===== src/rtl/gcr_pkg.sv =====
package gcr_pkg;

  typedef enum logic [3:0] {
    ST_IDLE,
    ST_ADDR,
    ST_ADDR_ACK,
    ST_MADDR,
    ST_MADDR_ACK,
    ST_WDATA,
    ST_WDATA_ACK,
    ST_RDATA,
    ST_RACK,
    ST_IGNORE
  } bus_st_e;

  // Device address: fixed upper nibble followed by the straps
  function automatic logic [6:0] dev_addr(input logic [3:0] hi, input logic [2:0] strap);
    return {hi, strap};
  endfunction

  // A gain code is legal when it does not exceed the top code
  function automatic logic gain_ok(input logic [4:0] code, input logic [4:0] max_code);
    return code <= max_code;
  endfunction

  // Effective silence: either explicit mute or standby
  function automatic logic silence(input logic mute, input logic stby);
    return mute | stby;
  endfunction

endpackage


===== src/rtl/gcr_bus_sync.sv =====
module gcr_bus_sync #(
  parameter int STAGES = 2
) (
  input  logic clk,
  input  logic rst_n,
  input  logic scl_i,
  input  logic sda_i,
  output logic scl_s,
  output logic sda_s,
  output logic scl_rise,
  output logic scl_fall,
  output logic start_det,
  output logic stop_det
);
  localparam int LAST = STAGES - 1;

  logic [LAST:0] scl_pipe, sda_pipe;
  logic          scl_d, sda_d;

  generate
    if (STAGES > 1) begin : g_chain
      always_ff @(posedge clk or negedge rst_n) begin
        if (!rst_n) begin
          scl_pipe <= '1;
          sda_pipe <= '1;
        end else begin
          scl_pipe <= {scl_pipe[LAST-1:0], scl_i};
          sda_pipe <= {sda_pipe[LAST-1:0], sda_i};
        end
      end
    end else begin : g_single
      always_ff @(posedge clk or negedge rst_n) begin
        if (!rst_n) begin
          scl_pipe <= '1;
          sda_pipe <= '1;
        end else begin
          scl_pipe <= scl_i;
          sda_pipe <= sda_i;
        end
      end
    end
  endgenerate

  always_ff @(posedge clk or negedge rst_n) begin
    if (!rst_n) begin
      scl_d <= 1'b1;
      sda_d <= 1'b1;
    end else begin
      scl_d <= scl_pipe[LAST];
      sda_d <= sda_pipe[LAST];
    end
  end

  assign scl_s     = scl_pipe[LAST];
  assign sda_s     = sda_pipe[LAST];
  assign scl_rise  = scl_s & ~scl_d;
  assign scl_fall  = ~scl_s & scl_d;
  assign start_det = scl_s & scl_d & sda_d & ~sda_s;
  assign stop_det  = scl_s & scl_d & ~sda_d & sda_s;

endmodule


===== src/rtl/gcr_proto.sv =====
module gcr_proto
  import gcr_pkg::*;
#(
  parameter logic [3:0] ADDR_HI = 4'b1010
) (
  input  logic       clk,
  input  logic       rst_n,
  input  logic       sda_s,
  input  logic       scl_rise,
  input  logic       scl_fall,
  input  logic       start_det,
  input  logic       stop_det,
  input  logic [2:0] strap,
  input  logic [7:0] rd_data,
  output logic       sda_oe,
  output logic       ptr_load,
  output logic       wr_pulse,
  output logic [7:0] rx_byte,
  output logic       ignoring
);
  bus_st_e    st_q;
  logic [7:0] rx_q, tx_q;
  logic [2:0] bit_q;
  logic       full_q, rw_q, mack_q, oe_q;
  logic       ptr_load_q, wr_pulse_q;

  always_ff @(posedge clk or negedge rst_n) begin
    if (!rst_n) begin
      st_q       <= ST_IDLE;
      rx_q       <= '0;
      tx_q       <= '0;
      bit_q      <= '0;
      full_q     <= 1'b0;
      rw_q       <= 1'b0;
      mack_q     <= 1'b0;
      oe_q       <= 1'b0;
      ptr_load_q <= 1'b0;
      wr_pulse_q <= 1'b0;
    end else begin
      ptr_load_q <= 1'b0;
      wr_pulse_q <= 1'b0;
      if (start_det) begin
        st_q   <= ST_ADDR;
        bit_q  <= '0;
        full_q <= 1'b0;
        oe_q   <= 1'b0;
      end else if (stop_det) begin
        st_q   <= ST_IDLE;
        full_q <= 1'b0;
        oe_q   <= 1'b0;
      end else begin
        case (st_q)
          ST_ADDR, ST_MADDR, ST_WDATA: begin
            if (scl_rise && !full_q) begin
              rx_q  <= {rx_q[6:0], sda_s};
              bit_q <= bit_q + 3'd1;
              if (bit_q == 3'd7) full_q <= 1'b1;
            end else if (scl_fall && full_q) begin
              full_q <= 1'b0;
              if (st_q == ST_ADDR) begin
                if (rx_q[7:1] == dev_addr(ADDR_HI, strap)) begin
                  rw_q <= rx_q[0];
                  oe_q <= 1'b1;
                  st_q <= ST_ADDR_ACK;
                end else begin
                  st_q <= ST_IGNORE;
                end
              end else if (st_q == ST_MADDR) begin
                ptr_load_q <= 1'b1;
                oe_q       <= 1'b1;
                st_q       <= ST_MADDR_ACK;
              end else begin
                wr_pulse_q <= 1'b1;
                oe_q       <= 1'b1;
                st_q       <= ST_WDATA_ACK;
              end
            end
          end
          ST_ADDR_ACK: begin
            if (scl_fall) begin
              bit_q <= '0;
              if (rw_q) begin
                tx_q <= rd_data;
                oe_q <= ~rd_data[7];
                st_q <= ST_RDATA;
              end else begin
                oe_q <= 1'b0;
                st_q <= ST_MADDR;
              end
            end
          end
          ST_MADDR_ACK, ST_WDATA_ACK: begin
            if (scl_fall) begin
              oe_q  <= 1'b0;
              bit_q <= '0;
              st_q  <= ST_WDATA;
            end
          end
          ST_RDATA: begin
            if (scl_fall) begin
              bit_q <= bit_q + 3'd1;
              if (bit_q == 3'd7) begin
                oe_q   <= 1'b0;
                mack_q <= 1'b0;
                st_q   <= ST_RACK;
              end else begin
                tx_q <= {tx_q[6:0], 1'b0};
                oe_q <= ~tx_q[6];
              end
            end
          end
          ST_RACK: begin
            if (scl_rise) begin
              mack_q <= ~sda_s;
            end else if (scl_fall) begin
              if (mack_q) begin
                tx_q  <= rd_data;
                oe_q  <= ~rd_data[7];
                bit_q <= '0;
                st_q  <= ST_RDATA;
              end else begin
                st_q <= ST_IGNORE;
              end
            end
          end
          default: ;
        endcase
      end
    end
  end

  assign sda_oe   = oe_q;
  assign ptr_load = ptr_load_q;
  assign wr_pulse = wr_pulse_q;
  assign rx_byte  = rx_q;
  assign ignoring = (st_q == ST_IGNORE);

endmodule


===== src/rtl/gcr_ctrl_reg.sv =====
module gcr_ctrl_reg
  import gcr_pkg::*;
#(
  parameter logic [7:0] REG_ADDR  = 8'hF8,
  parameter logic [7:0] RESET_VAL = 8'h80,
  parameter logic [4:0] MAX_GAIN  = 5'h14,
  parameter int         GAIN_W    = 5
) (
  input  logic       clk,
  input  logic       rst_n,
  input  logic       ptr_load,
  input  logic       wr_pulse,
  input  logic [7:0] byte_i,
  output logic [7:0] ctrl_q,
  output logic [7:0] rd_data,
  output logic       wr_accept
);
  logic [7:0] ptr_q;
  logic       at_reg;

  assign at_reg    = (ptr_q == REG_ADDR);
  assign wr_accept = wr_pulse & at_reg & gain_ok(byte_i[GAIN_W-1:0], MAX_GAIN);
  assign rd_data   = at_reg ? ctrl_q : 8'hFF;

  always_ff @(posedge clk or negedge rst_n) begin
    if (!rst_n) begin
      ptr_q  <= REG_ADDR;
      ctrl_q <= RESET_VAL;
    end else begin
      if (ptr_load)  ptr_q  <= byte_i;
      if (wr_accept) ctrl_q <= byte_i;
    end
  end

endmodule


===== src/rtl/gain_ctl_i2c_slave.sv =====
module gain_ctl_i2c_slave
  import gcr_pkg::*;
#(
  parameter int         SYNC_STAGES = 2,
  parameter logic [3:0] ADDR_HI     = 4'b1010,
  parameter logic [7:0] REG_ADDR    = 8'hF8,
  parameter logic [7:0] RESET_VAL   = 8'h80,
  parameter logic [4:0] MAX_GAIN    = 5'h14,
  parameter int         GAIN_W      = 5
) (
  input  logic              clk,
  input  logic              rst_n,
  input  logic              scl_i,
  input  logic              sda_i,
  input  logic [2:0]        strap_i,
  output logic              sda_oe_o,
  output logic [GAIN_W-1:0] gain_code_o,
  output logic              mute_eff_o,
  output logic              standby_o
);
  localparam int STBY_BIT = 7;
  localparam int MUTE_BIT = 5;

  logic       scl_s, sda_s, scl_rise, scl_fall, start_det, stop_det;
  logic       ptr_load, wr_pulse, wr_accept, ignoring;
  logic [7:0] rx_byte, ctrl_q, rd_data;

  gcr_bus_sync #(.STAGES(SYNC_STAGES)) u_sync (
    .clk(clk), .rst_n(rst_n), .scl_i(scl_i), .sda_i(sda_i),
    .scl_s(scl_s), .sda_s(sda_s), .scl_rise(scl_rise), .scl_fall(scl_fall),
    .start_det(start_det), .stop_det(stop_det)
  );

  gcr_proto #(.ADDR_HI(ADDR_HI)) u_proto (
    .clk(clk), .rst_n(rst_n), .sda_s(sda_s), .scl_rise(scl_rise),
    .scl_fall(scl_fall), .start_det(start_det), .stop_det(stop_det),
    .strap(strap_i), .rd_data(rd_data), .sda_oe(sda_oe_o),
    .ptr_load(ptr_load), .wr_pulse(wr_pulse), .rx_byte(rx_byte),
    .ignoring(ignoring)
  );

  gcr_ctrl_reg #(
    .REG_ADDR(REG_ADDR), .RESET_VAL(RESET_VAL),
    .MAX_GAIN(MAX_GAIN), .GAIN_W(GAIN_W)
  ) u_reg (
    .clk(clk), .rst_n(rst_n), .ptr_load(ptr_load), .wr_pulse(wr_pulse),
    .byte_i(rx_byte), .ctrl_q(ctrl_q), .rd_data(rd_data),
    .wr_accept(wr_accept)
  );

  assign gain_code_o = ctrl_q[GAIN_W-1:0];
  assign standby_o   = ctrl_q[STBY_BIT];
  assign mute_eff_o  = silence(ctrl_q[MUTE_BIT], ctrl_q[STBY_BIT]);

endmodule


===== config.mk =====
export PLATFORM = sky130hd
export DESIGN_NAME = gain_ctl_i2c_slave
export DESIGN_NICKNAME = d
export VERILOG_FILES = /design/src/rtl/gcr_pkg.sv /design/src/rtl/gcr_bus_sync.sv /design/src/rtl/gcr_proto.sv /design/src/rtl/gcr_ctrl_reg.sv /design/src/rtl/gain_ctl_i2c_slave.sv
export SDC_FILE = /design/constraint.sdc
export NUM_CORES = 1
export LEC_CHECK = 0
export ABC_AREA = 0
export BUFFER_PORTS_ARGS = -buffer_cell sky130_fd_sc_hd__buf_2
export CAP_MARGIN = 20
export CORE_MARGIN = 5
export CORE_UTILIZATION = 40
export DETAILED_ROUTE_END_ITERATION = 12
export PLACE_DENSITY_LB_ADDON = 0.25
export SLEW_MARGIN = 30
export SYNTH_ARGS = -nofsm -noshare
export SYNTH_HDL_FRONTEND = slang
export SYNTH_SLANG_ARGS = --single-unit
export TNS_END_PERCENT = 30

===== constraint.sdc =====
create_clock -name clk -period 1.65 [get_ports clk]
set_input_delay 0.495 -clock clk [delete_from_list [all_inputs] [get_ports clk]]
set_output_delay 0.495 -clock clk [all_outputs]
set_load 0.005 [all_outputs]

## Yosys cells after proc, flatten, opt, wreduce, memory -nomap -nowiden

Index checks and enable logic that the tools add are counted.
Widths: inputs -> output; s select.

- Register bits: 50
- Bits in latches: 0
- Memory bits (writable): 0
- ROM bits: 0
- Bits of input ports: 7
- Output and inout port bits: 8
- Word-level logic and storage cells: 168
- Memories kept: 0

- Add/sub/neg operators: 1
- Multiply operators: 0
- Divide/modulo/power cells: 0
- Order comparisons: 1
- Eq/ne operators: 38
- Shifts and indexed selects: 0
- Mux-type cells: 73
- Bitwise operators: 19
- Reductions and logical operators: 20

Operators with widths:

| operator | number |
|---|---|
| $mux 4 | 13 |
| $mux 7 | 7 |
| $mux 1 | 37 |
| $ne 4x3->1 const B | 7 |
| $mux 3 | 9 |
| $pmux 7 s3 | 1 |
| $pmux 4 s5 | 1 |
| $reduce_and 10->1 | 2 |
| $eq 4x3->1 const B | 4 |
| $ne 2x1->1 const B | 7 |
| $ne 3x2->1 const B | 4 |
| $ne 4x4->1 const B | 3 |
| $pmux 3 s4 | 1 |
| $and 1x1->1 | 9 |
| $not 1->1 | 9 |
| $reduce_and 9->1 | 1 |
| $eq 4x2->1 const B | 2 |
| $eq 8x8->1 const B | 1 |
| $mux 8 | 1 |
| $reduce_and 8->1 | 1 |
| $eq 7x7->1 | 1 |
| $reduce_and 7->1 | 1 |
| $reduce_bool 7->1 | 1 |
| $ne 2x2->1 const B | 3 |
| other kinds (23) | 26 |

## Logic depth before layout (Yosys ltp)

- Depth in word-level cells: 9
- Mapped depth: 8
- Mapped depth without buffers: 7

## Cells and area by module

Synthesis repeated with hierarchy kept, for this count alone.

- Cells, all modules: 241
- Area, all modules: 2680.1 µm²

Modules (own cells, without submodules):

| module | times used | cells an instance | area each (µm²) | seq. area each (µm²) |
|---|---|---|---|---|
| gcr_proto | 1 | 181 | 1751.7 | 700.7 |
| gcr_ctrl_reg | 1 | 49 | 732.0 | 407.9 |
| gcr_bus_sync | 1 | 10 | 190.2 | 157.7 |
| gain_ctl_i2c_slave | 1 | 1 | 6.3 | 0.0 |

## Least setup slack after synthesis

OpenSTA, ideal clock, no wires.

- Kind: flip-flop to flip-flop
- Start point: register u_sync.scl_d
- End point: register u_proto.rw_q
- Library setup time: 0.127 ns
- Arrival: 1.651 ns
- Data required time: 1.523 ns
- Path slack: -0.129 ns
- Stages on the path, launching flop included: 5
- Buffers on the path: 0
- Period minus slack after synthesis: 1.779 ns
- Cell sequence: dfstp_2 -> nor2b_4 -> nand2_1 -> or4_1 -> mux2_1

- Word-level cells in the longest chain between the ends: 5
- Elaborated cells on any way between the ends: 14
- Those cells by class: bitwise: 11; reduce/logical: 3

RTL lines:

| what | RTL line | text |
|---|---|---|
| from (decl) | gcr_bus_sync.sv:18 | `logic scl_d, sda_d;` |
| from (signal assigned) | gcr_bus_sync.sv:49 | `scl_d <= scl_pipe[LAST];` |
| $and 1x1->1 or $not 1->1 (tied branches) | gcr_bus_sync.sv:58, gcr_bus_sync.sv:59, gcr_bus_sync.sv:56 |  |
| $and 1x1->1 (on tied branches) | gcr_bus_sync.sv:59, gcr_bus_sync.sv:56, gcr_bus_sync.sv:58 |  |
| $and 1x1->1, or another cell as far along | gcr_bus_sync.sv:59 | `assign stop_det = scl_s & scl_d & ~sda_d & sda_s;` |
| $not 1->1 (no line) | n/a |  |
| $reduce_and 7->1 (no line) * | n/a |  |
| to (signal assigned) | gcr_proto.sv:62 | `rw_q <= rx_q[0];` |
| to (decl) | gcr_proto.sv:24 | `logic full_q, rw_q, mack_q, oe_q;` |

Every way passes the cells marked *; elsewhere a longest branch is shown, timed or not.
A chain may end at the register's enable or synchronous reset.

## Worst setup path in the final report

- Start point: register u_proto.st_q[2]
- End point: register u_proto.st_q[1]

- Word-level cells in the longest chain between the ends: 8
- Elaborated cells on any way between the ends: 27
- Those cells by class: eq/ne: 16; mux: 7; reduce/logical: 4

RTL lines:

| what | RTL line | text |
|---|---|---|
| from (decl) | gcr_proto.sv:21 | `bus_st_e st_q;` |
| from (signal assigned) | gcr_proto.sv:29 | `st_q <= ST_IDLE;` |
| from (signal assigned) | gcr_proto.sv:43 | `st_q <= ST_ADDR;` |
| from (signal assigned) | gcr_proto.sv:48 | `st_q <= ST_IDLE;` |
| $eq 4x2->1 | gcr_proto.sv:52, gcr_proto.sv:68 |  |
| $mux 2 | gcr_proto.sv:68 | `end else if (st_q == ST_MADDR) begin` |
| $mux 4 | gcr_proto.sv:60 | `if (st_q == ST_ADDR) begin` |
| $mux 4 | gcr_proto.sv:58 | `end else if (scl_fall && full_q) begin` |
| $mux 4 | gcr_proto.sv:54 | `if (scl_rise && !full_q) begin` |
| $pmux 4 s5 | gcr_proto.sv:52 | `case (st_q)` |
| $mux 4 | gcr_proto.sv:47 | `end else if (stop_det) begin` |
| $mux 4 | gcr_proto.sv:42 | `if (start_det) begin` |

Parallel ways exist; a longest one is shown, timed or not. The select of a mux whose other input is x is not followed.

==> impl_metrics.json <==
{
  "htreeDepth": 2,
  "postRouteAntennaNets": 0,
  "slowest_delay_ns": 0.48,
  "crit_top_cell": "a311o_1",
  "crit_path_cell_trace": "buf_12, nor3_4, buf_4, a311o_1, a2111oi_2, a311o_1",
  "synth.area.top_cells": "dfrtp_1 (36%), dfstp_2 (12%), mux2_1 (7.3%)",
  "rows": 29,
  "synth_nets": 244,
  "grt_pass1_vias": 1979,
  "antenna_cells": 0,
  "boundaryPins": 15,
  "drc": 0,
  "numCtsBuffers": 5,
  "synth_top_area_share_pct": 36.5,
  "hold_viol": 0,
  "drv_slew": 0,
  "p_per_area_nw_per_um2": 1550,
  "post-route-period-util_pct": 107,
  "fin_skew_ns": 0.0156,
  "globalRouteOverflowTotal": 0,
  "ir_drop_v": 0.000899,
  "routedWlPerCell_um": 16.4,
  "synth_edf_count": 0,
  "cp_slowest_cell": "dfrtp_2",
  "area_delta_synth_final_pct": 31.3,
  "avgSynthCellArea_um2": 11.1,
  "io_buffers": 14,
  "wirelength_um": 6140,
  "clk_pin_slew_ns": 0.09,
  "postLayoutSetupSlackWorst_ns": -0.120,
  "ys_types": 62,
  "regArea_um2": 1270,
  "outcome": "complete, but fails checks",
  "fp.dieW_um": 90.7,
  "crit_required_ns": 1.84,
  "fin_setup_tns_ns": -1.14,
  "fin_nets": 306,
  "critPathArrivalTime_ns": 1.96,
  "dr.pass1.iters": 4,
  "antenna_found_initial": 0,
  "ys.warnings.count": 0,
  "core_um2": 6350,
  "cts_tree": "yes",
  "yosysTopAreaCell": "dfrtp_1",
  "dp_hpwl_um": 4370,
  "leakage_uw": 0.00166,
  "clockRootBuffer": "clkbuf_8",
  "vias": 2001,
  "grt_start_max_net_pins": 42,
  "fin_crit_ns": 1.77,
  "relSlewSlack_pct": 79.6,
  "rsz0062_at_grt": "yes",
  "final_cells": 375,
  "p_total_uw": 5320,
  "cp_max_fo": 5,
  "start_kind": "register",
  "grt_pass1_wl_um": 10000,
  "clk_latency_ns": 0.31,
  "dieHeight_um": 90.7,
  "synth_seq_cells": 50,
  "worstSetupPathType": "reg2reg",
  "worst_pin_slew_ns": 0.304,
  "hold_path_class": "in2async",
  "clock-sinks": 50,
  "yosysSeqAreaShare_pct": 48.6,
  "end_kind": "register",
  "fmax_mhz": 565,
  "async_flop_share_pct": 100,
  "clock_path_buffers": 2,
  "synthCells": 235,
  "dominantRegCellSynth": "dfrtp_1",
  "via_per_inst": 5.34,
  "die_area_um2": 8230,
  "grtUsageTotal_pct": 15.0,
  "layout-drive-gt1-share_pct": 48.3,
  "fill_cells": 571,
  "syn_area_um2": 2610,
  "placedCellCount": 355,
  "start_util_pct": 41.0,
  "violations": "negative setup slack",
  "cap_violations": 0,
  "finalSetupViolCount": 26,
  "timing.hold.ws_ns": 0.0381,
  "dr.first_iter.drc_count": 106,
  "multi_input_area_um2": 1360,
  "gp_congestion": 0.948,
  "final_core_util_pct": 53.9
}
[path summary, 6_finish.rpt]
path / cells past startpoint / start / slack, ns / endpoint
min reg2reg: 0 / u_sync.sda_pipe[0] / 0.36 / u_sync.sda_pipe[1]
max: 6 / u_proto.st_q[2] / -0.12 / u_proto.st_q[1]
min in group clk: 1 / scl_i / 0.29 / u_sync.scl_pipe[0]
max reg2reg: 6 / u_proto.st_q[2] / -0.12 / u_proto.st_q[1]
min: 1 / rst_n / 0.04 / u_proto.bit_q[0]
max in group asynchronous: 2 / rst_n / 1.07 / u_reg.ptr_q[6]
[worst max-delay path, delay by kind of cell (launching register included)]
kind / cells / cell delay [ns]
compound gates: 3 / 0.64
flops: 1 / 0.48
buf+inv: 2 / 0.33
simple gates: 1 / 0.22
[kinds of logic after synthesis]
family          Yosys count  share of synthesized area, %
compound gates           61                          16.6
simple gates             64                          14.7
xor+xnor                  5                          1.68
mux                      29                          12.3
buf+inv                  24                          5.18
fa+ha+maj                 2                         0.960
flops                    50                          48.6
[cell usage in the layout (no fill, tap or decap), types with 3 or more instances in the layout]
cell type,n
o21a_1,4
nand2b_1,6
buf_12,3
nand2_1,23
nand3_2,3
mux2_2,8
nor2_1,5
inv_1,6
o211ai_1,4
a21oi_1,3
dfrtp_1,35
mux2i_1,4
dfstp_2,12
buf_2,14
a21boi_1,4
xnor2_1,5
mux2_4,15
o21ai_0,6
buf_4,53
dfrtp_2,3
clkbuf_8,6
o22ai_1,7
o21ai_1,9
[per-stage QoR]
step           instance area (um^2)  setup WS, ns
2_1_floorplan                  2630       -0.0801
3_3_place_gp                   3050        -0.153
3_5_place_dp                   3050        -0.180
4_1_cts                        3350       -0.0833
5_1_grt                        3420        -0.178
6_report                       3420        -0.120
[power by group]
group	total, uW	switching, uW	internal, uW	leakage (uW)
Combinational	2610	1180	1430	0.000972
Sequential	1780	254	1520	0.000622
Clock	933	434	500	0.0000618
[final cells by class]
type / count / area share, %
Clock inverter: 2 / 1.13
Clock buffer: 6 / 2.41
Timing Repair Buffer: 72 / 16.2
Multi-Input combinational cell: 161 / 39.6
Inverter: 7 / 0.768
Tap cell: 77 / 2.81
Sequential cell: 50 / 37.1
[synth_stat cells, types with 2 or more instances]
cell	number
a21boi_0	3
nor2_1	6
a21boi_1	3
nand3b_1	2
nand2_1	25
a21o_1	2
o21ai_0	7
ha_1	2
mux2_1	17
buf_4	8
mux2_2	8
inv_1	6
buf_2	6
o2111ai_1	2
clkbuf_1	2
a21oi_1	4
nand3_1	3
nand2b_1	6
o21a_1	4
a211o_1	2
nand4b_1	2
o21ai_1	9
mux2i_1	4
dfrtp_1	38
nor2b_1	2
o22ai_1	7
xnor2_1	5
o211ai_1	4
a311o_1	2
dfstp_2	12
[sequential cells by signal (all words and copies together) (netlist names), 2 cells and up]
signal / cells
u_proto.bit_q: 3
u_sync.scl_pipe: 2
u_reg.ctrl_q: 8
u_proto.tx_q: 7
u_proto.rx_byte: 8
u_sync.sda_pipe: 2
u_proto.st_q: 4
u_reg.ptr_q: 8
[per-layer routing]
layer  share of wire [%]  up-vias  GRT usage [%]
met5                   0        -              0
met4                 1.5        0           4.59
met3                 3.4        9           3.58
met2                  49       26           24.0
met1                  46      988           19.9
li1                    -      978              -
[what timing repair did]
item | 4_1_cts | 5_1_grt
hold buffers | 0 | 0
endpoints found under the setup margin | 33 | 33
setup buffers | 9 | 2
cloned | 0 | 1
resized for setup | 27 | 14
pin swaps | 15 | 6
No activity file was read; power rests on OpenSTA's default activity.
